`src/rtl/rxq_pkg.sv`:
```
package rxq_pkg;
    typedef enum logic [1:0] {
        CH_NORMAL = 2'd0,
        CH_ECHO   = 2'd1,
        CH_LLOOP  = 2'd2,
        CH_RLOOP  = 2'd3
    } chmode_e;

    localparam int CTL_W   = 4;
    localparam int CTL_RST = 0;
    localparam int CTL_EN  = 2;
    localparam int CTL_DIS = 3;
endpackage

```
`src/rtl/rxq_src.sv`:
```
module rxq_src
    import rxq_pkg::*;
#(
    parameter int DW = 8
) (
    input  logic [1:0]    chmode,
    input  logic          line_vld,
    input  logic [DW-1:0] line_byte,
    input  logic          line_brk,
    input  logic          txd_wr,
    input  logic [DW-1:0] txd_byte,
    output logic          push,
    output logic [DW-1:0] push_byte
);
    chmode_e mode;
    logic    line_path;
    logic    txd_path;

    always_comb begin
        mode      = chmode_e'(chmode);
        line_path = (mode == CH_NORMAL) || (mode == CH_ECHO);
        txd_path  = (mode == CH_LLOOP);
        push      = 1'b0;
        push_byte = '0;
        if (line_brk) begin
            push = 1'b1;
        end else if (line_vld && line_path) begin
            push      = 1'b1;
            push_byte = line_byte;
        end else if (txd_wr && txd_path) begin
            push      = 1'b1;
            push_byte = txd_byte;
        end
    end
endmodule

```
`src/rtl/rxq_tmo.sv`:
```
module rxq_tmo #(
    parameter int TICK_W = 16
) (
    input  logic              clk,
    input  logic              rst_n,
    input  logic              restart,
    input  logic              clr,
    input  logic [TICK_W-1:0] char_ticks,
    output logic              ev_tmo
);
    localparam int TW = TICK_W + 2;

    typedef struct packed {
        logic [TW-1:0] tmr;
        logic          ev;
    } tmo_st_t;

    tmo_st_t q, d;

    always_comb begin
        d    = q;
        d.ev = 1'b0;
        if (clr) begin
            d.tmr = '0;
        end else if (restart) begin
            d.tmr = {char_ticks, 2'b00};
        end else if (q.tmr != '0) begin
            d.tmr = q.tmr - TW'(1);
            d.ev  = (q.tmr == TW'(1));
        end
    end

    always_ff @(posedge clk or negedge rst_n) begin
        if (!rst_n) begin
            q.tmr <= '0;
            q.ev  <= 1'b0;
        end else begin
            q <= d;
        end
    end

    assign ev_tmo = q.ev;

    // the timeout is a single-cycle pulse
    p_tmo_pulse_r7: assert property (@(posedge clk) disable iff (!rst_n)
        q.ev |=> !q.ev);
    // a nonzero reload keeps the countdown armed on the next cycle
    p_tmo_armed_r7: assert property (@(posedge clk) disable iff (!rst_n)
        (restart && !clr && char_ticks != '0) |=> (q.tmr != '0 && !q.ev));
endmodule

```
`src/rtl/rxq_core.sv`:
```
module rxq_core
    import rxq_pkg::*;
#(
    parameter int DEPTH    = 16,
    parameter int DW       = 8,
    parameter int TRIG_W   = 6,
    parameter int TRIG_RST = 32
) (
    input  logic              clk,
    input  logic              rst_n,
    input  logic              ctl_wr,
    input  logic [CTL_W-1:0]  ctl_wdata,
    input  logic              trig_wr,
    input  logic [TRIG_W-1:0] trig_wdata,
    input  logic              push,
    input  logic [DW-1:0]     push_byte,
    input  logic              rd_stb,
    output logic [DW-1:0]     rd_data,
    output logic              st_empty,
    output logic              st_full,
    output logic              st_trig,
    output logic              ev_ovr,
    output logic              stored,
    output logic              rxrst
);
    localparam int AW   = $clog2(DEPTH);
    localparam int CW   = AW + 1;
    localparam int CMPW = (CW > TRIG_W) ? CW : TRIG_W;

    typedef struct packed {
        logic [AW-1:0]     wptr;
        logic [CW-1:0]     cnt;
        logic [TRIG_W-1:0] lvl;
        logic              en;
        logic              dis;
        logic              empty;
        logic              full;
        logic              trig;
        logic              ovr;
        logic [DW-1:0]     rdat;
    } core_st_t;

    core_st_t q, d;
    logic [DW-1:0] mem [DEPTH];

    logic          active, is_full, push_acc, push_ok, pop_acc, pop_ok;
    logic [AW-1:0] rptr;
    logic          unused_ctl;

    assign unused_ctl = ctl_wdata[1];

    always_comb begin
        active   = q.en && !q.dis;
        rxrst    = ctl_wr && ctl_wdata[CTL_RST];
        is_full  = (q.cnt == CW'(DEPTH));
        push_acc = push && active;
        push_ok  = push_acc && !is_full;
        pop_acc  = rd_stb && active;
        pop_ok   = pop_acc && (q.cnt != '0);
        rptr     = q.wptr - q.cnt[AW-1:0];

        d     = q;
        d.ovr = push_acc && is_full;
        if (ctl_wr) begin
            d.en  = ctl_wdata[CTL_EN];
            d.dis = ctl_wdata[CTL_DIS];
        end
        if (trig_wr) begin
            d.lvl = trig_wdata;
        end
        if (rd_stb) begin
            d.rdat = pop_ok ? mem[rptr] : '0;
        end
        d.cnt = q.cnt + CW'(push_ok) - CW'(pop_ok);
        if (push_ok) begin
            d.wptr = q.wptr + AW'(1);
        end

        if (push_acc) begin
            d.empty = 1'b0;
        end else if (pop_acc && d.cnt == '0) begin
            d.empty = 1'b1;
        end

        if (pop_acc) begin
            d.full = 1'b0;
        end else if (push_ok && d.cnt == CW'(DEPTH)) begin
            d.full = 1'b1;
        end

        if (push_ok && CMPW'(d.cnt) >= CMPW'(q.lvl)) begin
            d.trig = 1'b1;
        end else if (pop_acc && CMPW'(d.cnt) < CMPW'(q.lvl)) begin
            d.trig = 1'b0;
        end

        if (rxrst) begin
            d.wptr  = '0;
            d.cnt   = '0;
            d.empty = 1'b1;
            d.full  = 1'b0;
            d.trig  = 1'b0;
        end
    end

    always_ff @(posedge clk or negedge rst_n) begin
        if (!rst_n) begin
            q.wptr  <= '0;
            q.cnt   <= '0;
            q.lvl   <= TRIG_W'(TRIG_RST);
            q.en    <= 1'b0;
            q.dis   <= 1'b1;
            q.empty <= 1'b1;
            q.full  <= 1'b0;
            q.trig  <= 1'b0;
            q.ovr   <= 1'b0;
            q.rdat  <= '0;
        end else begin
            q <= d;
        end
    end

    always_ff @(posedge clk) begin
        if (push_ok && !rxrst) begin
            mem[q.wptr] <= push_byte;
        end
    end

    assign stored   = push_ok && !rxrst;
    assign rd_data  = q.rdat;
    assign st_empty = q.empty;
    assign st_full  = q.full;
    assign st_trig  = q.trig;
    assign ev_ovr   = q.ovr;

    // the count never exceeds the depth
    p_no_overflow_r3: assert property (@(posedge clk) disable iff (!rst_n)
        q.cnt <= CW'(DEPTH));
    // a push into a full queue leaves it full when nothing is read
    p_ovr_keep_r3: assert property (@(posedge clk) disable iff (!rst_n)
        (push && active && is_full && !rd_stb && !rxrst) |=> (q.cnt == CW'(DEPTH) && q.ovr));
    // an accepted read clears full
    p_full_clr_r4: assert property (@(posedge clk) disable iff (!rst_n)
        pop_acc |=> !q.full);
    // an accepted push clears empty
    p_empty_clr_r6: assert property (@(posedge clk) disable iff (!rst_n)
        (push_acc && !rxrst) |=> !q.empty);
    // a queue that is not enabled keeps its count
    p_disabled_hold_r2: assert property (@(posedge clk) disable iff (!rst_n)
        (!active && !rxrst) |=> $stable(q.cnt));
    // the receive reset empties the queue
    p_rxrst_r8: assert property (@(posedge clk) disable iff (!rst_n)
        rxrst |=> (q.cnt == '0 && q.empty && !q.full && !q.trig));
endmodule

```
`src/rtl/rxq_top.sv`:
```
module rxq_top
    import rxq_pkg::*;
#(
    parameter int DEPTH    = 16,
    parameter int DW       = 8,
    parameter int TRIG_W   = 6,
    parameter int TRIG_RST = 32,
    parameter int TICK_W   = 16
) (
    input  logic              clk,
    input  logic              rst_n,
    input  logic              ctl_wr,
    input  logic [CTL_W-1:0]  ctl_wdata,
    input  logic              trig_wr,
    input  logic [TRIG_W-1:0] trig_wdata,
    input  logic [1:0]        chmode,
    input  logic              line_vld,
    input  logic [DW-1:0]     line_byte,
    input  logic              line_brk,
    input  logic              txd_wr,
    input  logic [DW-1:0]     txd_byte,
    input  logic              rd_stb,
    input  logic [TICK_W-1:0] char_ticks,
    output logic [DW-1:0]     rd_data,
    output logic              st_empty,
    output logic              st_full,
    output logic              st_trig,
    output logic              ev_ovr,
    output logic              ev_tmo
);
    logic          push;
    logic [DW-1:0] push_byte;
    logic          stored;
    logic          rxrst;

    rxq_src #(.DW(DW)) u_src (
        .chmode    (chmode),
        .line_vld  (line_vld),
        .line_byte (line_byte),
        .line_brk  (line_brk),
        .txd_wr    (txd_wr),
        .txd_byte  (txd_byte),
        .push      (push),
        .push_byte (push_byte)
    );

    rxq_core #(
        .DEPTH(DEPTH), .DW(DW), .TRIG_W(TRIG_W), .TRIG_RST(TRIG_RST)
    ) u_core (
        .clk        (clk),
        .rst_n      (rst_n),
        .ctl_wr     (ctl_wr),
        .ctl_wdata  (ctl_wdata),
        .trig_wr    (trig_wr),
        .trig_wdata (trig_wdata),
        .push       (push),
        .push_byte  (push_byte),
        .rd_stb     (rd_stb),
        .rd_data    (rd_data),
        .st_empty   (st_empty),
        .st_full    (st_full),
        .st_trig    (st_trig),
        .ev_ovr     (ev_ovr),
        .stored     (stored),
        .rxrst      (rxrst)
    );

    rxq_tmo #(.TICK_W(TICK_W)) u_tmo (
        .clk        (clk),
        .rst_n      (rst_n),
        .restart    (stored),
        .clr        (rxrst),
        .char_ticks (char_ticks),
        .ev_tmo     (ev_tmo)
    );
endmodule

```
`config.mk`:
```
export PLATFORM = sky130hd
export DESIGN_NAME = rxq_top
export DESIGN_NICKNAME = d
export VERILOG_FILES = /design/src/rtl/rxq_pkg.sv /design/src/rtl/rxq_src.sv /design/src/rtl/rxq_tmo.sv /design/src/rtl/rxq_core.sv /design/src/rtl/rxq_top.sv
export SDC_FILE = /design/constraint.sdc
export NUM_CORES = 1
export LEC_CHECK = 0
export BUFFER_PORTS_ARGS = -buffer_cell sky130_fd_sc_hd__buf_2
export CAP_MARGIN = 0
export CORE_MARGIN = 2
export CORE_UTILIZATION = 30
export CTS_CLUSTER_SIZE = 40
export DETAILED_ROUTE_END_ITERATION = 10
export GPL_TIMING_DRIVEN = 0
export PLACE_DENSITY_LB_ADDON = 0.2
export SLEW_MARGIN = 30
export SYNTH_ARGS = -nofsm -noshare
export SYNTH_HDL_FRONTEND = slang
export SYNTH_SLANG_ARGS = --single-unit
```
`constraint.sdc`:
```
create_clock -name clk -period 3.9 [get_ports clk]
set_clock_uncertainty 0.1 [all_clocks]
set_input_delay 1.17 -clock clk [delete_from_list [all_inputs] [get_ports clk]]
set_output_delay 1.17 -clock clk [all_outputs]
set_load 0.01 [all_outputs]
```
=== Word-level counts from Yosys, hierarchy flattened ===
Memories as Yosys holds them, arrays and structs flattened.
Cells that the tools add are included.
W data, S select, Z words.

* Flip-flop bits (word level): 48
* Latch bits: 0
* Memory bits (writable): 128
* Bits in read-only memories: 0
* Input port bits: 52
* Output and inout bits: 13
* Memories: 1

{| class="wikitable"
|+ Memories
! memory !! depth !! bits a word !! rd ports !! clocked after memory_dff !! write ports !! RTL line !! source
|-
| u_core.mem || 16 || 8 || 1 || 0 || 1 || rxq_core.sv:44 || <nowiki>logic [DW-1:0] mem [DEPTH];</nowiki>
|}

* Add/sub/neg operators: 5
* $mul: 0
* Divide/modulo/power cells: 0
* $lt $le $gt $ge: 2
* Eq/ne operators: 5
* Shift-type cells: 0
* Muxes and demuxes: 23
* Bitwise gates (word level): 0
* Reduce and logical (&&, ||, !) cells: 27

{| class="wikitable"
|+ Operators by type and width
! operator !! number
|-
| $mux W18 || 2
|-
| $mux W8 || 4
|-
| $mux W19 || 1
|-
| $eq A18 B1 Y1 const B || 1
|-
| $reduce_bool A18 Y1 || 1
|-
| $sub A18 B1 Y18 const B || 1
|-
| $logic_and A1 B1 Y1 || 14
|-
| $mux W1 || 13
|-
| $reduce_bool A3 Y1 || 4
|-
| $eq A5 B5 Y1 const B || 2
|-
| $mux W9 || 1
|-
| $ge A5 B6 Y1 || 1
|-
| $lt A5 B6 Y1 || 1
|-
| $add A5 B1 Y5 || 1
|-
| $logic_not A5 Y1 || 1
|-
| $reduce_bool A5 Y1 || 1
|-
| $sub A5 B1 Y5 || 1
|-
| $add A4 B1 Y4 const B || 1
|-
| $mux W4 || 1
|-
| $sub A4 B4 Y4 || 1
|-
| $logic_not A1 Y1 || 3
|-
| $mux W3 || 1
|-
| $eq A2 B1 Y1 const B || 1
|-
| $eq A2 B2 Y1 const B || 1
|-
| 3 further kinds || 3
|}

=== Longest topological paths before layout ===
Gate-level depths: netlist of run 1.

* Depth after elaboration: 14
* Depth in mapped cells: 18
* Gate-level depth less buffers: 18

=== Hierarchy ===
A second synthesis of run 1 with hierarchy kept.

* Cell total of the unflattened synthesis: 535
* Area total of the unflattened synthesis: 8067.7 um^2

{| class="wikitable"
|+ By module, submodules not included
! module !! instances !! cells an instance !! area an instance (um^2)
|-
| rxq_core || 1 || 370 || 6695.2
|-
| rxq_tmo || 1 || 133 || 1158.6
|-
| rxq_src || 1 || 32 || 214.0
|}

=== Least setup slack after synthesis of run 1 ===
OpenSTA, ideal clock, no wires.

* Path kind: input to register
* Start point: input txd_wr
* End point: register u_core.q, in the netlist u_core.st_trig
* Library setup time: 77 ps
* Arrival: 3989 ps
* Path slack: -266 ps
* Stages: 15
* Path buffers: 2
* Cell sequence: and3b_1 clkbuf_1 o311ai_4 inv_2 clkbuf_1 ha_1 fa_1 a21oi_1 o21bai_1 xnor2_1 ha_1 nor2_1 a211oi_1 o21ai_0 a21oi_1

* Word-level cells in the longest chain between the ends: 12
* Elaborated cells on any way between the ends: 15
* Classes of those cells: add/sub (2); order compare (2); mux (5); reduce/logical (6)

{| class="wikitable"
|+ RTL lines
! what !! RTL line !! source
|-
| start: declaration || rxq_top.sv:20 || <nowiki>input logic txd_wr,</nowiki>
|-
| $logic_and A1 B1 Y1 * || rxq_src.sv:30 || <nowiki>end else if (txd_wr && txd_path) begin</nowiki>
|-
| $mux W1 * || rxq_src.sv:30 ||
|-
| $mux W1 * || rxq_src.sv:27 || <nowiki>end else if (line_vld && line_path) begin</nowiki>
|-
| $mux W1 * || rxq_src.sv:25 || <nowiki>if (line_brk) begin</nowiki>
|-
| $logic_and A1 B1 Y1 * || rxq_core.sv:56 || <nowiki>push_acc = push && active;</nowiki>
|-
| $logic_and A1 B1 Y1 * || rxq_core.sv:57 || <nowiki>push_ok = push_acc && !is_full;</nowiki>
|-
| $add A5 B1 Y5 || rxq_core.sv:74 || <nowiki>d.cnt = q.cnt + CW'(push_ok) - CW'(pop_ok);</nowiki>
|-
| $sub A5 B1 Y5 || rxq_core.sv:74 ||
|-
| $ge A5 B6 Y1 || rxq_core.sv:91 || <nowiki>if (push_ok && CMPW'(d.cnt) >= CMPW'(q.lvl)) begin</nowiki>
|-
| $logic_and A1 B1 Y1 || rxq_core.sv:91 ||
|-
| $mux W1 || rxq_core.sv:91 ||
|-
| $mux W3 || rxq_core.sv:97 || <nowiki>if (rxrst) begin</nowiki>
|-
| end: declaration || rxq_core.sv:43 || <nowiki>core_st_t q, d;</nowiki>
|}

Every way passes the cells marked *; elsewhere a longest branch is shown, timed or not.
A chain may end at the register's enable or synchronous reset.

=== Final worst setup path of run 1 ===
Same ends and word-level chain as after synthesis.

==> results of run 1 <==
-- timing repair --
item,CTS,global route
gates resized for setup,1,5
setup buffers,1,4
setup endpoints to repair,1,1
pin swaps,1,5
-- synthesized netlist by cell type, types with 7 or more instances --
| master | instances | area (um2) |
|---|---|---|
| sky130_fd_sc_hd__edfxtp_1 | 128 | 3840 |
| sky130_fd_sc_hd__nor2b_1 | 11 | 68.8 |
| sky130_fd_sc_hd__a22oi_1 | 9 | 67.6 |
| sky130_fd_sc_hd__a21oi_1 | 15 | 75.1 |
| sky130_fd_sc_hd__nand2_1 | 25 | 93.8 |
| sky130_fd_sc_hd__nor2_1 | 37 | 139 |
| sky130_fd_sc_hd__a32o_1 | 7 | 70.1 |
| sky130_fd_sc_hd__mux2_2 | 16 | 180 |
| sky130_fd_sc_hd__nor3_1 | 10 | 50.1 |
| sky130_fd_sc_hd__mux4_2 | 32 | 721 |
| sky130_fd_sc_hd__clkbuf_1 | 15 | 56.3 |
| sky130_fd_sc_hd__a221o_1 | 8 | 80.1 |
| sky130_fd_sc_hd__buf_4 | 8 | 60.1 |
| sky130_fd_sc_hd__dfrtp_1 | 45 | 1130 |
| sky130_fd_sc_hd__xor2_1 | 17 | 149 |
| sky130_fd_sc_hd__ha_1 | 20 | 250 |
| sky130_fd_sc_hd__inv_1 | 17 | 63.8 |
| sky130_fd_sc_hd__o21ai_0 | 11 | 55.1 |
| sky130_fd_sc_hd__nand3_1 | 9 | 45.0 |
-- per-stage QoR --
step	util [%]	worst slack, ns	hold WS [ns]	cell area, um2	power (W)
after global routing	36.3	0.00281	0.423	9440	0.00748
after CTS	36.0	0.0502	0.404	9360	0.00704
after global placement	33.4	-0.571	0.383	8670	0.00521
after detailed placement	33.6	-0.568	0.388	8720	0.00526
final	36.3	0.168	0.404	9440	0.00704
after floorplan	-	0.00127	0.373	7940	0.00448
-- cell families (layout without fill, tap and decap cells) --
kind of cell	Yosys count	count (layout)	share of synthesized area (%)
adder cells (fa/ha/maj)	22	22	3.67
buffers and inverters	54	156	3.53
XOR/XNOR	22	22	2.44
AND/OR/NAND/NOR	126	126	8.55
AO/OA/AOI/OAI	64	64	5.92
multiplexers	52	52	12.0
flip-flops	176	176	63.9
-- final timing paths --
check / from / end / slack [ns]
setup / recovery: txd_wr / u_core.st_trig / 0.17
hold reg to reg: u_core.q[13] / u_core.q[13] / 0.40
max in group asynchronous: rst_n / u_tmo.q[9] / 2.56
min in group asynchronous: rst_n / u_core.rd_data[5] / 0.65
setup reg to reg: u_core.q[23] / u_core.st_trig / 0.32
hold / removal: u_core.q[13] / u_core.q[13] / 0.40
-- final cells by class --
cell class	count	area, um2
tap	335	419
buffer	35	233
sequential	176	5050
clock buffer	17	425
fill	2499	16500
clock inverter	15	201
timing repair buffer	70	375
multi-input combinational	286	2670
inverter	19	71.3
-- flip-flops by register name (all words and copies together), names as in the netlist --
register and flops:
u_core.st_trig 1, u_tmo.q 18, u_core.ev_ovr 1, u_tmo.ev_tmo 1, u_core.rd_data 8, u_core.st_empty 1, u_core.mem 128, u_core.q 17
u_core.st_full 1
-- where the power goes --
| group | total [W] | internal [W] | switching (W) |
|---|---|---|---|
| Combinational | 0.00294 | 0.00148 | 0.00146 |
| Sequential | 0.00236 | 0.00219 | 0.000171 |
| Clock | 0.00175 | 0.000885 | 0.000864 |
| Total | 0.00704 | 0.00455 | 0.00250 |
-- metal layers --
metal  wire length (um)  up-vias  track usage, %  share of wire, %
met1               8070     2362            17.3                45
met4                334        0            4.65               1.9
met3                832       22            3.55               4.6
met5                  0        -               0                 0
li1                   -     2136               -                 -
met2               8740       96            22.4                49
-- worst reg2reg max path: cells and delay by family (launching register included) --
| family | cells | cell delay [ns] |
|---|---|---|
| AO/OA/AOI/OAI | 4 | 0.63 |
| adder cells (fa/ha/maj) | 5 | 1.39 |
| buffers and inverters | 3 | 0.19 |
| flip-flops | 1 | 0.42 |
| AND/OR/NAND/NOR | 3 | 0.73 |
==> insert_results.sql, run 1 <==
INSERT INTO impl_metrics (metric_group, metric, value, unit) VALUES
('run_status', 'outcome', 'complete, no violations', ''),
('clock_tree', 'total_number_of_h_tree_levels', '4', ''),
('cells_and_area', 'ratio_of_cells_with_drive_above_1_in_the_final_layout', '33.3', '%'),
('floorplan', 'die-width', '166', 'um'),
('global_route', 'pin_count_of_the_biggest_net_entering_global_routing', '49', ''),
('drt', 'drtPass1Iterations', '4', ''),
('timing', 'finalSetupTns', '0', 'ns'),
('floorplan', 'placeableCoreArea', '26000', 'um2'),
('worst_setup_path', 'start_to_end_type_of_the_worst_setup_path', 'in2reg', ''),
('timing', 'min_period', '3.73', 'ns'),
('worst_setup_path', 'crit_path_top_delay_cell', 'sky130_fd_sc_hd__fa_2', ''),
('synth', 'ys_seq_elements', '176', ''),
('worst_setup_path', 'reg2reg_depth', '15', ''),
('global_route', 'globalRoute.totalOverflow', '0', ''),
('synth', 'ys.warnings.count', '0', ''),
('synth', 'synth_cell_type_count', '55', ''),
('worst_setup_path', 'worstPathRequired', '4.11', 'ns'),
('synth', 'mean_instance_size_in_the_synthesized_netlist', '15.3', 'um2'),
('pwr', 'power_density', '746', 'nW/um2'),
('worst_setup_path', 'worst_path_dominant_cell_family', 'adder cells', ''),
('synth', 'synth_area', '7900', 'um2'),
('worst_setup_path', 'critPathArrivalTime', '3.94', 'ns'),
('clock_tree', 'worstSkewPairLatency', '0.44', 'ns'),
('clock_tree', 'buffer_cell_driving_the_clock_tree_root', 'sky130_fd_sc_hd__clkbuf_16', ''),
('clock_tree', 'post_cts_hold_buffer_count', '0', ''),
('timing', 'hold_viol_final', '0', ''),
('hold_path', 'number_of_cells_traversed_by_the_worst_hold_path', '1', ''),
('global_route', 'first_pass_grt_wire_length', '28000', 'um'),
('placement', 'globalplace.congestion', '0.805', ''),
('cells_and_area', 'final_cells', '953', ''),
('pwr', 'leakagePower', '3.58', 'nW'),
('synth', 'seq_area_frac_synth', '63.9', '%'),
('clock_tree', 'clock-sinks', '176', ''),
('worst_setup_path', 'worst-path-stages', '14', ''),
('clock_tree', 'cts_max_path_buffers', '2', ''),
('worst_setup_path', 'worst-path-buf-inv', '4', ''),
('timing', 'achievable-frequency', '268', 'MHz'),
('hold_path', 'hold_path.class', 'reg2reg', ''),
('timing', 'timing_worst_slew_pin_value', '0.964', 'ns'),
('synth', 'syn-instance-count', '516', ''),
('clock_tree', 'clk_pin_slew_worst_paths', '0.07', 'ns'),
('timing', 'finalCritPeriodShare', '95.7', '%'),
('worst_setup_path', 'critPathMaxFanout', '10', ''),
('clock_tree', 'cts_tree', 'built', ''),
('drt', 'routed_wl', '18000', 'um'),
('run', 'maxCapViolations', '0', ''),
('worst_setup_path', 'critical_path.max_stage_delay', '0.56', 'ns'),
('worst_setup_path', 'crit_path_frequent_cell', 'sky130_fd_sc_hd__clkbuf_8', ''),
('drt', 'first_iter_violations', '227', ''),
('worst_setup_path', 'kind_of_start_point_of_the_critical_path', 'input port', ''),
('global_route', 'antenna_found_initial', '0', ''),
('worst_setup_path', 'path_cells', 'buf_2 > and3b_1 > clkbuf_8 > o311ai_4 > inv_2 > clkbuf_8 > ha_2 > fa_2 > ha_1 > nor2b_1 > o31ai_1 > a211oi_2 > o21ai_1 > a21oi_1', ''),
('timing', 'finalSetupViolCount', '0', ''),
('floorplan', 'std_cell_rows', '59', ''),
('cells_and_area', 'antenna_cells_inserted', '0', ''),
('floorplan', 'chipHeight', '166', 'um'),
('placement', 'buffer_ports.inserted', '61', ''),
('timing', 'headroom_to_the_max_slew_limit', '35.5', '%'),
('placement', 'dp_hpwl', '12700', 'um'),
('drt', 'drc', '0', ''),
('drt', 'dr_total_vias', '4616', ''),
('synth', 'async_reset_ff_share', '27.3', '%'),
('global_route', 'grt_pass1_vias', '4881', ''),
('cells_and_area', 'nNetsFinal', '679', ''),
('pwr', 'peakVddDrop', '0.328', 'mV'),
('clock_tree', 'total_clock_buffers_created_by_cts', '17', ''),
('placement', 'dp.cells', '916', ''),
('drt', 'routed_via_density', '4.84', ''),
('synth', 'synth-edff-count', '128', ''),
('cells_and_area', 'flow.area_growth_from_synthesis', '19.5', '%'),
('drt', 'route.detailed.wl_per_inst', '18.9', 'um');
Note: power is estimated with default switching activity, not from simulation.
==> inputs of run 2 (changes only) <==
- RECOVER_POWER: default -> 100
==> run 2 against run 1 <==
Clock-buffer cell count stayed put; flip-flop and latch count stayed put; via count hardly changed; utilization is 0.47 points lower; sequential share of layout area is 0.70 points higher; die area stayed put.
==> insert_results.sql, run 2 (synthesized netlist as in run 1, its figures left out) <==
INSERT INTO impl_metrics (metric_group, metric, value, unit) VALUES
('run_status', 'outcome', 'complete, no violations', ''),
('pwr', 'leakagePower', '3.47', 'nW'),
('floorplan', 'die-width', '166', 'um'),
('pwr', 'power', '0.00699', 'W'),
('pwr', 'power_density', '749', 'nW/um2'),
('pwr', 'peakVddDrop', '0.327', 'mV'),
('worst_setup_path', 'worst_path_dominant_cell_family', 'adder cells', ''),
('timing', 'hold_viol_final', '0', ''),
('cells_and_area', 'ratio_of_cells_with_drive_above_1_in_the_final_layout', '27.3', '%'),
('clock_tree', 'buffer_cell_driving_the_clock_tree_root', 'sky130_fd_sc_hd__clkbuf_16', ''),
('worst_setup_path', 'crit_path_top_delay_cell', 'sky130_fd_sc_hd__fa_2', ''),
('clock_tree', 'cts_max_path_buffers', '2', ''),
('global_route', 'antenna_found_initial', '0', ''),
('floorplan', 'initial_utilization', '30.4', '%'),
('timing', 'finalCritPeriodShare', '95.5', '%'),
('cells_and_area', 'largest_reg_flops', '128', ''),
('floorplan', 'placeableCoreArea', '26000', 'um2'),
('worst_setup_path', 'path_cells', 'buf_2 > and3b_1 > clkbuf_8 > o311ai_4 > inv_2 > clkbuf_8 > ha_2 > fa_2 > ha_1 > nor2b_1 > o31ai_1 > a211oi_2 > o21ai_1 > a21oi_1', ''),
('worst_setup_path', 'endpoint_kind', 'flop', ''),
('clock_tree', 'total_clock_buffers_created_by_cts', '17', ''),
('cells_and_area', 'antenna_cells_inserted', '0', ''),
('cells_and_area', 'flow.area_growth_from_synthesis', '18.0', '%'),
('drt', 'routed_wl', '18000', 'um'),
('drt', 'dr_total_vias', '4615', ''),
('floorplan', 'chipHeight', '166', 'um'),
('timing', 'finalSetupViolCount', '0', ''),
('cells_and_area', 'final_cells', '953', ''),
('clock_tree', 'worstSkewPairLatency', '0.43', 'ns'),
('run', 'maxCapViolations', '0', ''),
('floorplan', 'std_cell_rows', '59', ''),
('timing', 'achievable-frequency', '269', 'MHz'),
('clock_tree', 'post_cts_hold_buffer_count', '0', ''),
('worst_setup_path', 'kind_of_start_point_of_the_critical_path', 'input port', ''),
('timing', 'drv_slew', '0', ''),
('timing', 'headroom_to_the_max_slew_limit', '11.5', '%'),
('worst_setup_path', 'critPathArrivalTime', '3.93', 'ns'),
('timing', 'min_period', '3.72', 'ns'),
('clock_tree', 'clock-sinks', '176', ''),
('clock_tree', 'clk_pin_slew_worst_paths', '0.07', 'ns'),
('clock_tree', 'total_number_of_h_tree_levels', '4', ''),
('floorplan', 'ios', '65', ''),
('global_route', 'grt_util_all_layers', '13.5', '%'),
('drt', 'drtPass1Iterations', '4', ''),
('global_route', 'grt_pass1_vias', '4881', ''),
('cells_and_area', 'biggestRegsByFlops', 'u_core.mem (128), u_tmo.q (18), u_core.q (17)', ''),
('worst_setup_path', 'start_to_end_type_of_the_worst_setup_path', 'in2reg', ''),
('placement', 'dp.cells', '916', ''),
('cells_and_area', 'mostFrequentLayoutCell', 'sky130_fd_sc_hd__edfxtp_1', ''),
('worst_setup_path', 'critPathMaxFanout', '10', ''),
('placement', 'globalplace.congestion', '0.805', ''),
('cells_and_area', 'layout.core_utilization', '35.9', '%'),
('global_route', 'pin_count_of_the_biggest_net_entering_global_routing', '49', ''),
('global_route', 'globalRoute.totalOverflow', '0', ''),
('drt', 'first_iter_violations', '231', ''),
('floorplan', 'die_area', '27600', 'um2'),
('cells_and_area', 'largest_register', 'u_core.mem', ''),
('worst_setup_path', 'worst-path-buf-inv', '4', ''),
('drt', 'ant_nets', '0', ''),
('cells_and_area', 'layout.cells.most_common_list', 'sky130_fd_sc_hd__edfxtp_1, sky130_fd_sc_hd__buf_2, sky130_fd_sc_hd__dfrtp_1, sky130_fd_sc_hd__nor2_1', ''),
('worst_setup_path', 'crit_path_frequent_cell', 'sky130_fd_sc_hd__clkbuf_8', ''),
('timing', 'timing_worst_slew_pin_value', '1.33', 'ns'),
('worst_setup_path', 'critical_path.max_stage_delay', '0.56', 'ns'),
('cells_and_area', 'nNetsFinal', '679', ''),
('hold_path', 'hold_path.class', 'reg2reg', ''),
('global_route', 'first_pass_grt_wire_length', '28000', 'um'),
('placement', 'dp_hpwl', '12700', 'um'),
('clock_tree', 'cts_tree', 'built', ''),
('drt', 'route.detailed.wl_per_inst', '18.9', 'um'),
('timing', 'setup_repair_after_global_routing_missed_its_margin', 'no', ''),
('worst_setup_path', 'worstPathRequired', '4.11', 'ns'),
('drt', 'drc', '0', ''),
('placement', 'buffer_ports.inserted', '61', ''),
('drt', 'routed_via_density', '4.84', ''),
('timing', 'holdWs', '0.405', 'ns');
-- run 2: cell type report --
type / count / area (um2)
Fill cell: 2528 / 16700
Sequential cell: 176 / 5050
Multi-Input combinational cell: 286 / 2610
Timing Repair Buffer: 70 / 340
Tap cell: 335 / 419
Buffer: 35 / 208
Inverter: 19 / 71.3
Clock buffer: 17 / 425
Clock inverter: 15 / 201
-- run 2: worst register-to-register path: stages (launching register included) --
cell	delay, ns
sky130_fd_sc_hd__dfrtp_1	0.42
sky130_fd_sc_hd__inv_1	0.12
sky130_fd_sc_hd__ha_1	0.22
sky130_fd_sc_hd__fa_1	0.39
sky130_fd_sc_hd__xor2_1	0.84
sky130_fd_sc_hd__clkbuf_1	0.65
sky130_fd_sc_hd__mux2_2	0.42
sky130_fd_sc_hd__a221o_1	0.34
-- run 2: repair_timing --
item	CTS	global route
hold endpoints to repair	0	0
pin swaps	1	5
resized for setup	1	5
setup buffers	1	4
endpoints found under the setup margin	1	1
-- run 2: path summary, 6_finish.rpt --
check,depth (start not counted),slack (ns),startpoint,end
min reg2reg,1,0.40,u_core.q[13],u_core.q[13]
max in group asynchronous,1,1.97,rst_n,u_tmo.q[15]
max reg2reg,7,0.29,u_core.q[25],u_core.rd_data[5]
max,14,0.18,txd_wr,u_core.st_trig
min,1,0.40,u_core.q[13],u_core.q[13]
min in group asynchronous,1,0.91,rst_n,u_core.rd_data[5]
-- run 2: metrics by stage --
stage | worst slack [ns] | setup TNS (ns) | area (um2)
CTS | 0.0502 | 0 | 9360
finish | 0.177 | 0 | 9320
global placement | -0.571 | -15.78 | 8670
global route | 0.00513 | 0 | 9320
floorplan | 0.00127 | 0 | 7940
detailed placement | -0.568 | -0.693 | 8720
-- run 2: metal layers --
layer	routed length (um)	track usage, %	share of wire, %
met1	8060	17.3	45
met2	8710	22.4	48
met3	889	3.55	4.9
met4	335	4.65	1.9
met5	0	0	0
-- run 2: where the power goes --
part | total, W | switching, W | internal, W
logic | 0.00288 | 0.00145 | 0.00143
clock network | 0.00175 | 0.000863 | 0.000885
registers | 0.00235 | 0.000170 | 0.00218
==> inputs of run 3 (changes only) <==
- PLACE_DENSITY: default -> 0.44
- PLACE_DENSITY_LB_ADDON: 0.2 -> default
- clock period: 3.9 -> 3.2 ns (I/O delays scaled with it)
==> run 3 against run 2 <==
The flow now finishes with violations (setup timing); sequential power increased by 23%; worst setup slack got worse by 0.39 ns; first-iteration DRC count increased by 23%; design area increased by 4.1%; register-to-register slack got worse by 0.51 ns; combinational power increased by 44%; power increased by 29%; die area unchanged; largest power group unchanged.
==> insert_results.sql, run 3 (synthesized netlist as in run 1, its figures left out) <==
INSERT INTO impl_metrics (metric_group, metric, value, unit) VALUES
('run_status', 'outcome', 'finished, violations left', ''),
('run_status', 'violated_checks', 'setup timing', ''),
('timing', 'finalCritPeriodShare', '107', '%'),
('floorplan', 'chipHeight', '166', 'um'),
('timing', 'finalSetupTns', '-0.256', 'ns'),
('placement', 'dp_hpwl', '12700', 'um'),
('pwr', 'power', '0.00900', 'W'),
('pwr', 'total_switching_power', '0.00313', 'W'),
('timing', 'achievable-frequency', '293', 'MHz'),
('clock_tree', 'buffer_cell_driving_the_clock_tree_root', 'sky130_fd_sc_hd__clkbuf_16', ''),
('pwr', 'power.share.switching', '34.8', '%'),
('worst_setup_path', 'kind_of_start_point_of_the_critical_path', 'flop', ''),
('clock_tree', 'total_clock_buffers_created_by_cts', '17', ''),
('drt', 'drtPass1Iterations', '4', ''),
('cells_and_area', 'biggestRegsByFlops', 'u_core.mem (128), u_tmo.q (18), u_core.q (17)', ''),
('pwr', 'peakVddDrop', '0.424', 'mV'),
('cells_and_area', 'layout.cells.most_common_list', 'sky130_fd_sc_hd__edfxtp_1, sky130_fd_sc_hd__buf_2, sky130_fd_sc_hd__dfrtp_1, sky130_fd_sc_hd__buf_4, sky130_fd_sc_hd__mux4_2', ''),
('placement', 'globalplace.congestion', '0.780', ''),
('drt', 'routed_via_density', '4.81', ''),
('drt', 'drc', '0', ''),
('pwr', 'power_density', '928', 'nW/um2'),
('clock_tree', 'cts_max_path_buffers', '2', ''),
('drt', 'route.detailed.wl_per_inst', '19.2', 'um'),
('worst_setup_path', 'path_cells', 'inv_2 > ha_4 > or4b_4 > nand3_4 > inv_4 > ha_4 > inv_2 > ha_4 > fa_2 > xor2_2 > ha_1 > o21a_1 > o31ai_2 > a211oi_2 > o21ai_1 > a21oi_1', ''),
('worst_setup_path', 'endpoint_kind', 'flop', ''),
('floorplan', 'placeableCoreArea', '26000', 'um2'),
('floorplan', 'die_area', '27600', 'um2'),
('timing', 'setup_repair_after_global_routing_missed_its_margin', 'yes', ''),
('pwr', 'internal_power', '0.00587', 'W'),
('cells_and_area', 'antenna_cells_inserted', '0', ''),
('pwr', 'leakagePower', '3.64', 'nW'),
('cells_and_area', 'nNetsFinal', '700', ''),
('cells_and_area', 'largest_reg_flops', '128', ''),
('drt', 'ant_nets', '0', ''),
('worst_setup_path', 'crit_path_top_delay_cell', 'sky130_fd_sc_hd__or4b_4', ''),
('cells_and_area', 'mostFrequentLayoutCell', 'sky130_fd_sc_hd__edfxtp_1', ''),
('clock_tree', 'cts_tree', 'built', ''),
('global_route', 'first_pass_grt_wire_length', '28600', 'um'),
('timing', 'min_period', '3.42', 'ns'),
('global_route', 'antenna_found_initial', '0', ''),
('worst_setup_path', 'worstPathRequired', '3.44', 'ns'),
('timing', 'headroom_to_the_max_slew_limit', '13.9', '%'),
('global_route', 'pin_count_of_the_biggest_net_entering_global_routing', '49', ''),
('hold_path', 'hold_path.class', 'reg2reg', ''),
('worst_setup_path', 'crit_path_frequent_cell', 'sky130_fd_sc_hd__ha_4', ''),
('cells_and_area', 'filler_cell_count', '2528', ''),
('floorplan', 'initial_utilization', '30.4', '%'),
('pwr', 'reg_power_share', '32.0', '%'),
('worst_setup_path', 'critical_path.max_stage_delay', '0.46', 'ns'),
('worst_setup_path', 'worst_path_dominant_cell_family', 'adder cells', ''),
('cells_and_area', 'ratio_of_cells_with_drive_above_1_in_the_final_layout', '38.2', '%'),
('run', 'maxCapViolations', '0', ''),
('clock_tree', 'post_cts_hold_buffer_count', '0', ''),
('cells_and_area', 'flow.area_growth_from_synthesis', '22.8', '%'),
('timing', 'hold_viol_final', '0', ''),
('clock_tree', 'total_number_of_h_tree_levels', '4', ''),
('worst_setup_path', 'worst-path-buf-inv', '3', ''),
('worst_setup_path', 'critPathMaxFanout', '3', ''),
('floorplan', 'ios', '65', ''),
('global_route', 'globalRoute.totalOverflow', '0', ''),
('global_route', 'grt_pass1_vias', '5022', ''),
('cells_and_area', 'largest_register', 'u_core.mem', ''),
('timing', 'drv_slew', '0', ''),
('drt', 'routed_wl', '18700', 'um'),
('drt', 'dr_total_vias', '4677', ''),
('worst_setup_path', 'start_to_end_type_of_the_worst_setup_path', 'reg2reg', ''),
('floorplan', 'std_cell_rows', '59', ''),
('pwr', 'share_comb_of_total_power', '46.1', '%'),
('clock_tree', 'clk_pin_slew_worst_paths', '0.07', 'ns'),
('timing', 'setup_ws', '-0.216', 'ns'),
('timing', 'timing_worst_slew_pin_value', '1.29', 'ns'),
('placement', 'detailed_place.area', '8730', 'um2'),
('global_route', 'grt_util_all_layers', '13.7', '%'),
('pwr', 'relative_contribution_of_the_clock_network_to_total_power', '21.9', '%'),
('clock_tree', 'worstSkewPairLatency', '0.43', 'ns'),
('drt', 'first_iter_violations', '284', ''),
('floorplan', 'die-width', '166', 'um'),
('placement', 'place_worst_setup_slack', '-1.04', 'ns'),
('placement', 'buffer_ports.inserted', '61', ''),
('cells_and_area', 'fin_area', '9700', 'um2'),
('worst_setup_path', 'critPathArrivalTime', '3.66', 'ns'),
('timing', 'finalSetupViolCount', '3', ''),
('clock_tree', 'clock-sinks', '176', '');
==> run 3: changes by cell type in the layout (fill, tap and decap cells not counted), sizes merged <==
cell / change
clkbuf: -14
buf: +36
clkinvlp: +3
inv: -2
bufinv: +1
clkinv: -4
==> run 3: timing repair <==
item	CTS	global route
setup buffers	22	5
endpoints found under the hold margin	0	0
setup endpoints to repair	11	95
pin swaps	14	11
gates resized for setup	26	27
==> run 3: metal layers <==
layer	part of all wire (%)	GRT usage [%]
met2	51	23.5
met5	0	0
met3	4.5	2.81
met1	44	17.8
met4	0.58	3.26
==> run 3: metrics by stage <==
stage               util [%]  instances  hold WS (ns)
finish                  37.3        973         0.409
global route            37.3        973         0.434
CTS                     36.8        968         0.414
detailed placement      33.6        916         0.393
global placement        33.4        912         0.387
floorplan                  -        516         0.373
==> run 3: final timing paths <==
| kind | startpoint | to | cells past startpoint | slack, ns |
|---|---|---|---|---|
| setup / recovery | u_core.q[22] | u_core.st_trig | 16 | -0.22 |
| hold / removal | u_core.q[13] | u_core.q[13] | 1 | 0.41 |
| setup reg to reg | u_core.q[22] | u_core.st_trig | 16 | -0.22 |
| hold reg to reg | u_core.q[13] | u_core.q[13] | 1 | 0.41 |
| max in group asynchronous | rst_n | u_core.ev_ovr | 1 | 1.50 |
| min in group asynchronous | rst_n | u_tmo.q[10] | 1 | 0.71 |
==> run 3: final cells by class <==
cell class              instances  area [um2]  area share (%)
flip-flops and latches        176        5050            52.0
multi-input cells             286        2830            29.2
repair buffers                 92         539            5.56
clock buffers                  18         429            4.42
well taps                     335         419            4.32
plain buffers                  34         231            2.39
clock inverters                13         129            1.33
inverters                      19        76.3           0.787
==> run 3: power by group through the flow <==
stage | Sequential [W] | Clock, W | Combinational [W]
3_3_place_gp | 0.00292 | 0 | 0.00348
3_5_place_dp | 0.00292 | 0 | 0.00355
4_1_cts | 0.00288 | 0.00202 | 0.00396
6_report | 0.00288 | 0.00197 | 0.00415
5_1_grt | 0.00291 | 0.00211 | 0.00455
2_1_floorplan | 0.00287 | 0 | 0.00260
